==> src/rtl/mpr_pkg.sv <==
// Shared constants and helpers for the MII PAUSE receiver.
// Assumes 4-bit MII nibbles and 8-bit bytes.
package mpr_pkg;

    typedef enum logic [1:0] {
        FR_IDLE = 2'd0,
        FR_PRE  = 2'd1,
        FR_DATA = 2'd2,
        FR_SKIP = 2'd3
    } fr_state_t;

    localparam logic [3:0] NIB_PRE = 4'h5;
    localparam logic [3:0] NIB_SFD = 4'hD;

    // Number of header byte positions that are compared.
    localparam int HDR_LEN   = 16;
    // Position of the first pause-quantum byte (most significant first).
    localparam int TIMER_IDX = 16;

    // Returns {check_enable, expected_byte} for a header byte position.
    function automatic logic [8:0] hdr_expect(input int idx);
        case (idx)
            0:       return {1'b1, 8'h01};
            1:       return {1'b1, 8'h80};
            2:       return {1'b1, 8'hC2};
            3:       return {1'b1, 8'h00};
            4:       return {1'b1, 8'h00};
            5:       return {1'b1, 8'h01};
            12:      return {1'b1, 8'h88};
            13:      return {1'b1, 8'h08};
            14:      return {1'b1, 8'h00};
            15:      return {1'b1, 8'h01};
            default: return {1'b0, 8'h00};
        endcase
    endfunction

endpackage

==> src/rtl/mpr_framer.sv <==
// Nibble framer: finds preamble and start-of-frame, pairs nibbles into
// bytes (low nibble first) and marks the frame end.
// Assumes: inputs are synchronous to clk; any nibble other than the
// preamble value or the start-of-frame value inside the preamble aborts
// the frame until data-valid drops.
module mpr_framer
    import mpr_pkg::*;
#(
    parameter int DATA_W = 8
) (
    input  logic              clk,
    input  logic              rst_n,
    input  logic [DATA_W/2-1:0] rx_nib,
    input  logic              rx_dv,
    output logic              sof,
    output logic              byte_vld,
    output logic [DATA_W-1:0] byte_data,
    output logic              frame_end
);

    localparam int NIB_W = DATA_W / 2;

    fr_state_t          state;
    logic               phase_hi;
    logic [NIB_W-1:0]   low_nib;

    // Framing state machine and byte assembly.
    always_ff @(posedge clk) begin
        if (!rst_n) begin
            state     <= FR_IDLE;
            phase_hi  <= 1'b0;
            low_nib   <= '0;
            sof       <= 1'b0;
            byte_vld  <= 1'b0;
            byte_data <= '0;
            frame_end <= 1'b0;
        end else begin
            sof       <= 1'b0;
            byte_vld  <= 1'b0;
            frame_end <= 1'b0;
            case (state)
                FR_IDLE: begin
                    if (rx_dv) begin
                        state <= (rx_nib == NIB_W'(NIB_PRE)) ? FR_PRE : FR_SKIP;
                    end
                end
                FR_PRE: begin
                    if (!rx_dv) begin
                        state <= FR_IDLE;
                    end else if (rx_nib == NIB_W'(NIB_SFD)) begin
                        state    <= FR_DATA;
                        phase_hi <= 1'b0;
                        sof      <= 1'b1;
                    end else if (rx_nib != NIB_W'(NIB_PRE)) begin
                        state <= FR_SKIP;
                    end
                end
                FR_DATA: begin
                    if (!rx_dv) begin
                        frame_end <= 1'b1;
                        phase_hi  <= 1'b0;
                        state     <= FR_IDLE;
                    end else if (!phase_hi) begin
                        low_nib  <= rx_nib;
                        phase_hi <= 1'b1;
                    end else begin
                        byte_data <= {rx_nib, low_nib};
                        byte_vld  <= 1'b1;
                        phase_hi  <= 1'b0;
                    end
                end
                FR_SKIP: begin
                    if (!rx_dv) begin
                        state <= FR_IDLE;
                    end
                end
                default: state <= FR_IDLE;
            endcase
        end
    end

endmodule

==> src/rtl/mpr_hdr_match.sv <==
// Control header matcher: counts frame bytes, compares the checked
// header positions against the flow-control constants, captures the
// pause quantum and raises a strobe after a qualifying frame ends.
// Assumes: sof precedes the first byte_vld of a frame; frame_end
// arrives after the last byte_vld of that frame.
module mpr_hdr_match
    import mpr_pkg::*;
#(
    parameter int DATA_W    = 8,
    parameter int CNT_W     = 11,
    parameter int MIN_BYTES = 64,
    parameter int TIMER_W   = 16
) (
    input  logic               clk,
    input  logic               rst_n,
    input  logic               sof,
    input  logic               byte_vld,
    input  logic [DATA_W-1:0]  byte_data,
    input  logic               frame_end,
    output logic               pause_vld,
    output logic [TIMER_W-1:0] pause_time
);

    localparam int TIMER_BYTES = TIMER_W / DATA_W;
    localparam logic [CNT_W-1:0] CNT_MAX = {CNT_W{1'b1}};

    logic [CNT_W-1:0]   byte_cnt;
    logic               hdr_bad;
    logic [TIMER_W-1:0] timer_shadow;
    logic [HDR_LEN-1:0] miss;

    // One comparator per header position, enabled only at its byte index.
    for (genvar i = 0; i < HDR_LEN; i++) begin : g_cmp
        localparam logic [8:0] EXP = hdr_expect(i);
        if (EXP[8]) begin : g_on
            assign miss[i] = byte_vld && (byte_cnt == CNT_W'(i))
                             && (byte_data != EXP[DATA_W-1:0]);
        end else begin : g_off
            assign miss[i] = 1'b0;
        end
    end

    // Byte counting, mismatch tracking, quantum capture and result strobe.
    always_ff @(posedge clk) begin
        if (!rst_n) begin
            byte_cnt     <= '0;
            hdr_bad      <= 1'b0;
            timer_shadow <= '0;
            pause_vld    <= 1'b0;
            pause_time   <= '0;
        end else begin
            pause_vld <= 1'b0;
            if (sof) begin
                byte_cnt <= '0;
                hdr_bad  <= 1'b0;
            end else if (byte_vld) begin
                if (byte_cnt != CNT_MAX) begin
                    byte_cnt <= byte_cnt + 1'b1;
                end
                if (|miss) begin
                    hdr_bad <= 1'b1;
                end
                for (int k = 0; k < TIMER_BYTES; k++) begin
                    if (byte_cnt == CNT_W'(TIMER_IDX + k)) begin
                        timer_shadow[TIMER_W-1-DATA_W*k -: DATA_W] <= byte_data;
                    end
                end
            end
            if (frame_end && !hdr_bad && (byte_cnt >= CNT_W'(MIN_BYTES))) begin
                pause_vld  <= 1'b1;
                pause_time <= timer_shadow;
            end
        end
    end

endmodule

==> src/rtl/mii_pause_rx.sv <==
// MII PAUSE frame receiver top: framer followed by control header matcher.
// Assumes: a single receive clock domain and synchronous active-low reset.
module mii_pause_rx #(
    parameter int DATA_W    = 8,
    parameter int CNT_W     = 11,
    parameter int MIN_BYTES = 64,
    parameter int TIMER_W   = 16
) (
    input  logic               clk,
    input  logic               rst_n,
    input  logic [3:0]         rx_nib,
    input  logic               rx_dv,
    output logic               byte_vld,
    output logic [7:0]         byte_data,
    output logic               frame_end,
    output logic               pause_vld,
    output logic [15:0]        pause_time
);

    logic              sof_w;
    logic              bv_w;
    logic [DATA_W-1:0] bd_w;
    logic              fe_w;
    logic [TIMER_W-1:0] pt_w;

    mpr_framer #(.DATA_W(DATA_W)) u_framer (
        .clk       (clk),
        .rst_n     (rst_n),
        .rx_nib    (rx_nib),
        .rx_dv     (rx_dv),
        .sof       (sof_w),
        .byte_vld  (bv_w),
        .byte_data (bd_w),
        .frame_end (fe_w)
    );

    mpr_hdr_match #(
        .DATA_W    (DATA_W),
        .CNT_W     (CNT_W),
        .MIN_BYTES (MIN_BYTES),
        .TIMER_W   (TIMER_W)
    ) u_match (
        .clk        (clk),
        .rst_n      (rst_n),
        .sof        (sof_w),
        .byte_vld   (bv_w),
        .byte_data  (bd_w),
        .frame_end  (fe_w),
        .pause_vld  (pause_vld),
        .pause_time (pt_w)
    );

    assign byte_vld   = bv_w;
    assign byte_data  = bd_w;
    assign frame_end  = fe_w;
    assign pause_time = pt_w;

endmodule

==> config.mk <==
export PLATFORM = sky130hd
export DESIGN_NAME = mii_pause_rx
export DESIGN_NICKNAME = d
export VERILOG_FILES = /design/src/rtl/mpr_pkg.sv /design/src/rtl/mpr_framer.sv /design/src/rtl/mpr_hdr_match.sv /design/src/rtl/mii_pause_rx.sv
export SDC_FILE = /design/constraint.sdc
export NUM_CORES = 1
export LEC_CHECK = 0
export ABC_AREA = 1
export BUFFER_PORTS_ARGS = -buffer_cell sky130_fd_sc_hd__buf_2
export CAP_MARGIN = 20
export CORE_MARGIN = 2
export CORE_UTILIZATION = 51
export DETAILED_ROUTE_END_ITERATION = 16
export PLACE_DENSITY = 0.83
export SLEW_MARGIN = 5
export SYNTH_ARGS = -nofsm -noshare
export SYNTH_HDL_FRONTEND = slang
export SYNTH_SLANG_ARGS = --single-unit
==> constraint.sdc <==
create_clock -name clk -period 2.2 [get_ports clk]
set_clock_uncertainty 0.05 [all_clocks]
set_input_delay 0.22 -clock clk [delete_from_list [all_inputs] [get_ports clk]]
set_output_delay 0.22 -clock clk [all_outputs]
set_load 0.01 [all_outputs]
==> parameters.txt, run 1 <==
Parameter                              Value

Finish
  Share of final-layout standard cells stronger than drive strength 1    17.5%
  Number of antenna diodes    0
  FILL cells    450
  Layout overhead on the synthesized area    13.6%
  Post-layout nets    around 410

CTS
  Worst-skew pair later-pin latency    340 ps
  Clock sinks    63
  CTS buffer count    9
  Number of buffers inserted to repair setup after CTS    0
  TritonCTS clock tree    yes
  Master cell of the clock root buffer    sky130_fd_sc_hd__clkbuf_8
  Clk slew on worst S/H paths    70 ps
  # hold bufs at CTS    0
  Resized cells post-CTS    0
  # H-tree levels    3
  Largest buffer count on any clock path    2

Timing
  Sum of negative setup slack    0 ps
  Relative slew slack    around three fifths
  Measured slew at the worst slew-check pin    585 ps
  Number of setup violations in the final report    0
  Setup ws final    between 300 and 400 ps
  Final Critical Period    1850 ps
  Final Hold Fails    0
  Max-slew violations    0
  Fmax achieved    541 MHz
  RSZ-0062 raised after global routing    no
  Period utilization    84.0%

Worst setup path
  Chain of cells forming the critical path    ha_1 -> nand3_4 -> nor3_4 -> nand3_2 -> nand2_2 -> inv_1 -> nand2_1 -> o21ai_0 -> nor2_1
  Depth of the worst register-to-register path    9
  Nature of the critical path endpoint    flip-flop
  R2r endpoint    u_match.byte_cnt[8]
  Critical path class    reg2reg
  Slowest library cell on the worst path    sky130_fd_sc_hd__dfxtp_1
  Stage delay of the slowest cell on the critical path    400 ps
  R2r setup slk    350 ps
  Max Fanout on Critical Path    14
  Worst flop-to-flop path startpoint    u_match.byte_cnt[1]
  Sort of element at the start of the critical path    flip-flop
  WP data required    between 2000 and 2500 ps
  Crit path DAT    roughly 2100 ps

Floorplanning
  Die footprint    ~6000 sq um
  Die boundary width    77.8 um
  Boundary Pins    34
  Standard-cell row count    26
  Height of the die    77.8 um
  Initial Util    53.7%
  Core area    5170 sq um

Global routing
  Largest net degree at the start of global routing    46
  Overall routing resource usage    20.2%
  Vias in the first global route    2204
  Global-route wire length before repair    just under 10000 um
  Initial antenna violation count    0
  Grt ovf    0

Yosys
  Largest area contributor in the netlist    sky130_fd_sc_hd__dfxtp_1
  Synth area leaders    sky130_fd_sc_hd__dfxtp_1, sky130_fd_sc_hd__o21ai_0, sky130_fd_sc_hd__nor2_1, sky130_fd_sc_hd__nand2_1, sky130_fd_sc_hd__a21oi_1
  Average cell area after synthesis    around 7.6 sq um
  Area share of the largest cell type after synthesis    45.4%
  Area of the mapped netlist    between 2000 and 3000 sq um
  Number of storage elements in the synthesis netlist    63
  Syn_nets    around 380
  Library cells used by synthesis    31
  Cells after synthesis    365
  Total of warnings raised by yosys    0
  Sequential area share after synthesis    45.4%

Hold path
  Hold-critical path endpoint    u_framer.frame_end
  Launch point of the worst hold path    rx_dv
  Class of the tightest hold or removal check    in2reg
  Number of instances on the worst hold path    2

Place
  Number of buffer cells added on primary ports    33
  Pre-CTS worst setup slack    between 300 and 400 ps
  Half-perimeter wire length after detailed placement    4050 um
  Routability cong.    0.896

Route
  Iteration-0 DRC Markers    between 100 and 150
  Vias per cell    5.13
  Average wire per cell in the routed design    11.9 um
  Total Wirelength    5640 um
  Remaining number of nets flagged by the antenna check after routing    0
  Post-detailed-route DRC marker count    0
  Via count    approximately 2400
  Length of the first detailed-routing pass in iterations    4

Pwr
  P per Cell Area    691 nW/um^2
  Worst vdd ir    0.423 mV
  Static leakage    between 0.001 and 0.0015 uW

Run status
  Run status    completed

Flow run
  Maximum capacitance violations    0
[final cells by class]
type	count	area [sq um]	area share (%)
Clock inverter	4	47.5	1.51
Sequential cell	63	1260	40.0
Tap cell	70	87.6	2.78
Multi-Input combinational cell	252	1290	40.9
Timing Repair Buffer	37	195	6.19
Inverter	38	143	4.52
Clock buffer	11	131	4.16
[how the worst max path moves through the flow]
stage / startpoint / endpoint / slack [ps] / depth (start not counted)
6_report: u_match.byte_cnt[1] / u_match.byte_cnt[8] / 350 / 9
5_1_grt: u_match.byte_cnt[0] / u_match.byte_cnt[8] / 90 / 9
4_1_cts: u_match.byte_cnt[1] / u_match.byte_cnt[8] / 360 / 9
3_5_place_dp: u_match.byte_cnt[1] / u_match.byte_cnt[8] / 380 / 9
3_3_place_gp: u_match.byte_cnt[0] / u_match.byte_cnt[8] / 480 / 10
2_1_floorplan: u_match.byte_cnt[0] / u_match.timer_shadow[14] / 690 / 7
[placed cells by master, fill, tap and decap left out, drive strengths merged]
cell type,instances
and3,2
o211a,1
clkbuf,11
xor2,1
xnor2,1
a31oi,2
nor3,11
nand2,55
nand4,3
or2,1
clkinv,2
dfxtp,63
o211ai,1
nor4,2
ha,4
a21oi,33
clkinvlp,1
inv,38
nor3b,2
o21ai,52
nor2,65
nand3,16
buf,37
bufinv,1
[sequential cells by signal (all words and copies together) (netlist names)]
register              flops
u_match.pause_time       16
u_match.timer_shadow     16
u_match.byte_cnt         11
u_framer.byte_data        8
u_framer.low_nib          4
u_framer.state            2
u_framer.byte_vld         1
u_framer.frame_end        1
u_framer.phase_hi         1
u_framer.sof              1
u_match.hdr_bad           1
u_match.pause_vld         1
[worst max-delay path, delay by kind of cell, from the launching register on]
family	cells	cell delay, ps
simple gates	6	830
flops	1	400
fa+ha+maj	1	300
buf+inv	1	150
compound gates	1	70
[cells in the mapped netlist (all sizes together)]
library cell	instances
o211ai	1
nor2	65
xor2	1
or2	1
and3	2
a21oi	33
nand2	55
inv	38
o21ai	52
a31oi	2
buf	6
ha	4
nand3	16
o211a	1
nor3	11
nor4	2
nand4	3
xnor2	1
dfxtp	63
clkbuf	6
nor3b	2
[logic make-up after synthesis]
family | after synthesis | share of synthesized area [%]
and+or+nand+nor | 157 | 26.5
AOI/OAI and AO/OA | 89 | 17.5
DFF | 63 | 45.4
buffers and inverters | 50 | 8.15
adders and majority gates | 4 | 1.80
xor gates and xnor gates | 2 | 0.631
[per-layer routing]
layer	wire, um	GRT usage, %	vias up	share of wire, %
li1	-	-	1269	-
met1	2710	25.2	1113	48
met2	2600	31.7	46	46
met3	229	6.16	9	4.1
met4	96	9.64	0	1.7
met5	0	0	-	0
[power breakdown]
part	switching, uW	internal, uW
combinational	54.9	26.0
clock	425	513
sequential	8.56	1150
total	489	1690
[metrics by stage]
step / instances / power [uW] / util [%] / hold WS [ps] / cell area [sq um]
global placement: 460 / 1260 / 57.5 / 388 / 2980
floorplan: 365 / 1240 / - / 248 / 2780
global route: 475 / 2270 / 61.0 / 47.2 / 3160
CTS: 475 / 2190 / 61.0 / 42.3 / 3160
detailed placement: 460 / 1270 / 57.5 / 404 / 2980
finish: 475 / 2180 / 61.0 / 48.5 / 3160
(Power assumes the default switching activity.)
==> run 2, diff against run 1 <==
PLACE_DENSITY = 0.86   (was 0.83)
clock period = 1.7 ns   (was 2.2 ns; I/O delays follow)
==> run 2 against run 1 <==
Effect of this change:
- cell area rose by 5.5%
- largest power group unchanged
- critical path type unchanged
- clock-buffer cell count fell by 1
- utilization rose by 3.3 points
- non-clock buffer count rose by 9
- sequential power rose by 29%
- largest cell class unchanged
- clock power rose by 58%
- combinational power rose by 38%
- total power rose by 42%
- global-route usage rose by 0.33 points
==> parameters.txt, run 2 (synthesis gave the netlist of run 1 again) <==
Parameter                              Value

Worst setup path
  WP data required    1930 ps
  Max Fanout on Critical Path    16
  Nature of the critical path endpoint    flip-flop
  Depth of the worst register-to-register path    7
  R2r endpoint    u_match.timer_shadow[3]
  Crit path DAT    1840 ps
  R2r setup slk    roughly 95 ps
  Worst flop-to-flop path startpoint    u_match.byte_cnt[1]
  Critical path class    reg2reg
  Sort of element at the start of the critical path    flip-flop

Finish
  Registers with the most flip-flops    u_match.pause_time x16, u_match.timer_shadow x16, u_match.byte_cnt x11
  Final cell count without fillers    486
  Most common cell after layout, fill and taps aside    sky130_fd_sc_hd__nor2_1
  Number of antenna diodes    0
  FILL cells    454
  Layout overhead on the synthesized area    19.8%
  Area of all placed cells without fillers    ~3300 sq um
  Share of final-layout standard cells stronger than drive strength 1    a little over a fifth
  Most frequent cells in the layout    sky130_fd_sc_hd__nor2_1, sky130_fd_sc_hd__dfxtp_1, sky130_fd_sc_hd__nand2_1
  Post-layout nets    422

Place
  Total instance count after detailed placement    467
  Routability cong.    slightly above 0.9
  Half-perimeter wire length after detailed placement    4140 um
  Number of buffer cells added on primary ports    33
  Placed standard-cell area    3050 sq um

CTS
  Clock sinks    63
  CTS buffer count    9
  Worst-skew pair later-pin latency    350 ps
  Largest buffer count on any clock path    2
  Clk slew on worst S/H paths    about 70 ps
  # H-tree levels    3
  Master cell of the clock root buffer    sky130_fd_sc_hd__clkbuf_8
  TritonCTS clock tree    yes

Pwr
  P per Cell Area    929 nW/um^2
  Power after layout    about 3000 uW
  Worst vdd ir    roughly 0.77 mV
  Static leakage    between 0.001 and 0.0015 uW

Hold path
  Class of the tightest hold or removal check    in2reg
  Launch point of the worst hold path    rx_nib[2]
  Number of instances on the worst hold path    3
  Hold-critical path endpoint    u_framer.low_nib[2]

Floorplanning
  Standard-cell row count    26
  Core area    5170 sq um
  Boundary Pins    34
  Die boundary width    77.8 um
  Height of the die    77.8 um
  Die footprint    6050 sq um
  Initial Util    53.7%

Timing
  Period utilization    between 90% and 100%
  Number of setup violations in the final report    0
  Measured slew at the worst slew-check pin    435 ps
  Final Hold Fails    0
  Relative slew slack    71.0%
  RSZ-0062 raised after global routing    no
  Max-slew violations    0
  Fmax achieved    623 MHz
  Final Critical Period    1610 ps

Route
  Via count    2527
  Vias per cell    5.20
  Iteration-0 DRC Markers    81
  Post-detailed-route DRC marker count    0
  Average wire per cell in the routed design    12.2 um
  Length of the first detailed-routing pass in iterations    5
  Total Wirelength    a little under 6000 um
  Remaining number of nets flagged by the antenna check after routing    0

Global routing
  Initial antenna violation count    0
  Overall routing resource usage    20.5%
  Global-route wire length before repair    between 9000 and 10000 um
  Vias in the first global route    about 2300
  Largest net degree at the start of global routing    46
  Grt ovf    0

Flow run
  Maximum capacitance violations    0

Run status
  Run status    completed
## run 2: final cells by class
class | count | area (sq um) | share of cell area [%]
Sequential cell | 63 | 1270 | 38.2
Clock inverter | 6 | 93.8 | 2.82
Clock buffer | 10 | 138 | 4.14
Inverter | 38 | 143 | 4.29
Tap cell | 70 | 87.6 | 2.63
Timing Repair Buffer | 46 | 290 | 8.72
Multi-Input combinational cell | 253 | 1310 | 39.2
## run 2: worst max path at each step
stage                               endpoint                 from  slack [ps]  cells past startpoint
finish               u_match.timer_shadow[3]  u_match.byte_cnt[1]          90                      7
global placement         u_match.byte_cnt[8]  u_match.byte_cnt[0]          80                     10
global route         u_match.timer_shadow[3]  u_match.byte_cnt[1]           1                      7
detailed placement       u_match.byte_cnt[5]  u_match.byte_cnt[0]          -3                      9
floorplan           u_match.timer_shadow[14]  u_match.byte_cnt[0]         190                      7
CTS                  u_match.timer_shadow[8]  u_match.byte_cnt[0]         0.7                      7
## run 2: critical path: stages, from the launching register on
cell and delay [ps]:
sky130_fd_sc_hd__dfxtp_2 340, sky130_fd_sc_hd__inv_1 100, sky130_fd_sc_hd__ha_1 270, sky130_fd_sc_hd__nand2_2 90, sky130_fd_sc_hd__nor4_4 300, sky130_fd_sc_hd__buf_12 180, sky130_fd_sc_hd__o21ai_0 80, sky130_fd_sc_hd__a21oi_1 130
## run 2: what timing repair did
| action | 4_1_cts | 5_1_grt |
|---|---|---|
| cloned | 0 | 1 |
| buffers inserted | 0 | 1 |
| resized for setup | 2 | 8 |
| hold buffers | 1 | 0 |
| endpoints found under the setup margin | 3 | 15 |
| endpoints found under the hold margin | 1 | 0 |
| pin swaps | 0 | 1 |
## run 2: per-layer routing
| metal | vias to the layer above | part of all wire [%] | GRT usage (%) |
|---|---|---|---|
| met5 | - | 0 | 0 |
| met4 | 0 | 2.1 | 8.57 |
| met3 | 16 | 4.7 | 7.09 |
| met2 | 54 | 48 | 35.1 |
| met1 | 1170 | 45 | 23.2 |
| li1 | 1287 | - | - |
## run 2: power by group
group          switching, uW  total, uW  leakage (uW)  internal (uW)
registers               12.2       1500      0.000510           1490
logic                   73.7        112      0.000824           38.5
clock network            610       1480      0.000113            872
total                    696       3090       0.00145           2400
## run 2: through the flow
| stage | setup TNS (ps) | setup WS (ps) | hold slack, ps | util [%] |
|---|---|---|---|---|
| final | 0 | 94.9 | 48.7 | 64.3 |
| after global routing | 0 | 1.17 | 59.8 | 64.3 |
| after CTS | 0 | 0.720 | 35.4 | 63.9 |
| after detailed placement | -3.30 | -3.30 | 362 | 59.0 |
| after global placement | 0 | 76.7 | 355 | 59.0 |
| after floorplan | 0 | 188 | 198 | - |
==> run 3, diff against run 2 <==
CORE_UTILIZATION = 45   (was 51)
PLACE_DENSITY = 0.76   (was 0.86)
REMOVE_ABC_BUFFERS = 1   (was default)
clock period = 1.9 ns   (was 1.7 ns; I/O delays follow)
==> run 3 against run 2 <==
Effect of this change:
- clock power decreased by 24%
- maximum frequency decreased by 5.9%
- worst hold slack lost 23 ps
- sequential cell count stayed put
- global-route usage decreased by 2.3 points
- worst setup slack better by 100 ps
- non-clock buffer count fell by 8
- sequential power shrank 11%
- total power is 17% lower
- critical path depth is 2 higher
- cell area down 3.9%
- critical endpoint is now u_match.byte_cnt[8]
- highest routed layer unchanged
==> parameters.txt, run 3 (synthesis gave the netlist of run 1 again) <==
Parameter                              Value

Run status
  Run status    completed

Timing
  Relative slew slack    ~62%
  Final Critical Period    about 1700 ps
  Max-slew violations    0
  Period utilization    89.7%
  Fmax achieved    587 MHz
  Measured slew at the worst slew-check pin    approximately 560 ps
  Final Hold Fails    0
  Number of setup violations in the final report    0

Place
  Placed standard-cell area    2990 sq um
  Number of buffer cells added on primary ports    33
  Half-perimeter wire length after detailed placement    4070 um
  Routability cong.    0.880

Route
  Vias per cell    4.95
  Total Wirelength    roughly 5600 um
  Remaining number of nets flagged by the antenna check after routing    0
  Post-detailed-route DRC marker count    0
  Average wire per cell in the routed design    11.6 um
  Iteration-0 DRC Markers    64
  Via count    2385
  Length of the first detailed-routing pass in iterations    4

Floorplanning
  Die boundary width    82.6 um
  Standard-cell row count    28
  Boundary Pins    34
  Core area    5960 sq um
  Initial Util    46.6%
  Die footprint    6820 sq um
  Height of the die    82.6 um

Finish
  Registers with the most flip-flops    u_match.pause_time x16, u_match.timer_shadow x16, u_match.byte_cnt x11
  Area of all placed cells without fillers    3200 sq um
  Most common cell after layout, fill and taps aside    sky130_fd_sc_hd__nor2_1
  Post-layout nets    roughly 410
  Number of antenna diodes    0
  Share of final-layout standard cells stronger than drive strength 1    18.9%
  Most frequent cells in the layout    sky130_fd_sc_hd__nor2_1, sky130_fd_sc_hd__dfxtp_1, sky130_fd_sc_hd__nand2_1
  Layout overhead on the synthesized area    15.1%
  Layout Utilization    between 50% and 60%

Worst setup path
  Nature of the critical path endpoint    flip-flop
  Max Fanout on Critical Path    14
  Crit path DAT    roughly 1900 ps
  Worst flop-to-flop path startpoint    u_match.byte_cnt[0]
  Sort of element at the start of the critical path    flip-flop
  Start point of the critical path    u_match.byte_cnt[0]
  WP data required    2130 ps
  Critical path class    reg2reg

CTS
  Number of buffers inserted to repair setup after CTS    0
  TritonCTS clock tree    yes
  Master cell of the clock root buffer    sky130_fd_sc_hd__clkbuf_8
  Clock sinks    63
  # H-tree levels    3
  CTS buffer count    9
  Worst-skew pair later-pin latency    340 ps
  Clk slew on worst S/H paths    70 ps
  Largest buffer count on any clock path    2

Global routing
  Overall routing resource usage    18.3%
  Largest net degree at the start of global routing    46
  Grt ovf    0
  Global-route wire length before repair    9400 um
  Initial antenna violation count    0
  Vias in the first global route    2097

Flow run
  Maximum capacitance violations    0

Hold path
  Launch point of the worst hold path    rx_dv
  Class of the tightest hold or removal check    in2reg

Pwr
  P per Cell Area    about 800 nW/um^2
  Static leakage    around 0.0014 uW
  Worst vdd ir    0.522 mV
[run 3: cell count changes in the layout (fill, tap and decap cells not counted), sizes merged]
| cell | previous run | this run |
|---|---|---|
| buf | 45 | 38 |
| clkinv | 3 | 5 |
| bufinv | 2 | 1 |
| clkbuf | 10 | 9 |
| dlygate4sd3 | 1 | 0 |
| nand2 | 56 | 55 |
[run 3: final cells by class]
type                       instances  area (sq um)
tap                               75          93.8
clock inverter                     7          73.8
clock buffer                       9           124
sequential                        63          1260
inverter                          38           143
timing repair buffer              38           203
fill                             584          2760
multi-input combinational        252          1300
[run 3: layer usage]
layer	vias to the layer above	share of wire (%)	track usage [%]
li1	1263	-	-
met3	13	6.1	5.22
met4	0	2.2	9.34
met5	-	0	0
met1	1050	46	23.0
met2	59	45	28.5
[run 3: per-stage QoR]
stage               worst slack, ps  total power, uW  cells  setup TNS (ps)  hold WS, ps
detailed placement              112             1470    466               0          379
finish                          195             2570    482               0         25.4
floorplan                       199             1430    353               0          218
CTS                            89.8             2600    482               0         11.1
global placement                192             1460    466               0          380
global route                  -3.70             2680    482           -3.70         41.6
[run 3: report_power, final]
part           internal [uW]  total [uW]  switching, uW
Clock                    606        1130            526
Combinational           30.2        94.1           64.0
Sequential              1330        1340           10.6
[run 3: worst paths after layout]
path / depth (start not counted) / end / slack (ps)
setup / recovery: 9 / u_match.byte_cnt[8] / 200
hold / removal: 2 / u_framer.frame_end / 30
setup reg to reg: 9 / u_match.byte_cnt[8] / 200
hold reg to reg: 2 / u_match.hdr_bad / 410
[run 3: worst max-delay path, cell delays in order, from the launching register on]
cell                      delay [ps]
sky130_fd_sc_hd__dfxtp_1         400
sky130_fd_sc_hd__ha_2            260
sky130_fd_sc_hd__nand3_4         110
sky130_fd_sc_hd__nor3_4          180
sky130_fd_sc_hd__nand3_2         110
sky130_fd_sc_hd__nand2_4         140
sky130_fd_sc_hd__inv_1           120
sky130_fd_sc_hd__nand2_1          90
sky130_fd_sc_hd__o21ai_0          80
sky130_fd_sc_hd__nor2_1          110
[run 3: what timing repair did]
| item | CTS | global route |
|---|---|---|
| setup endpoints to repair | 0 | 5 |
| gates resized for setup | 0 | 3 |
| hold buffers | 0 | 0 |
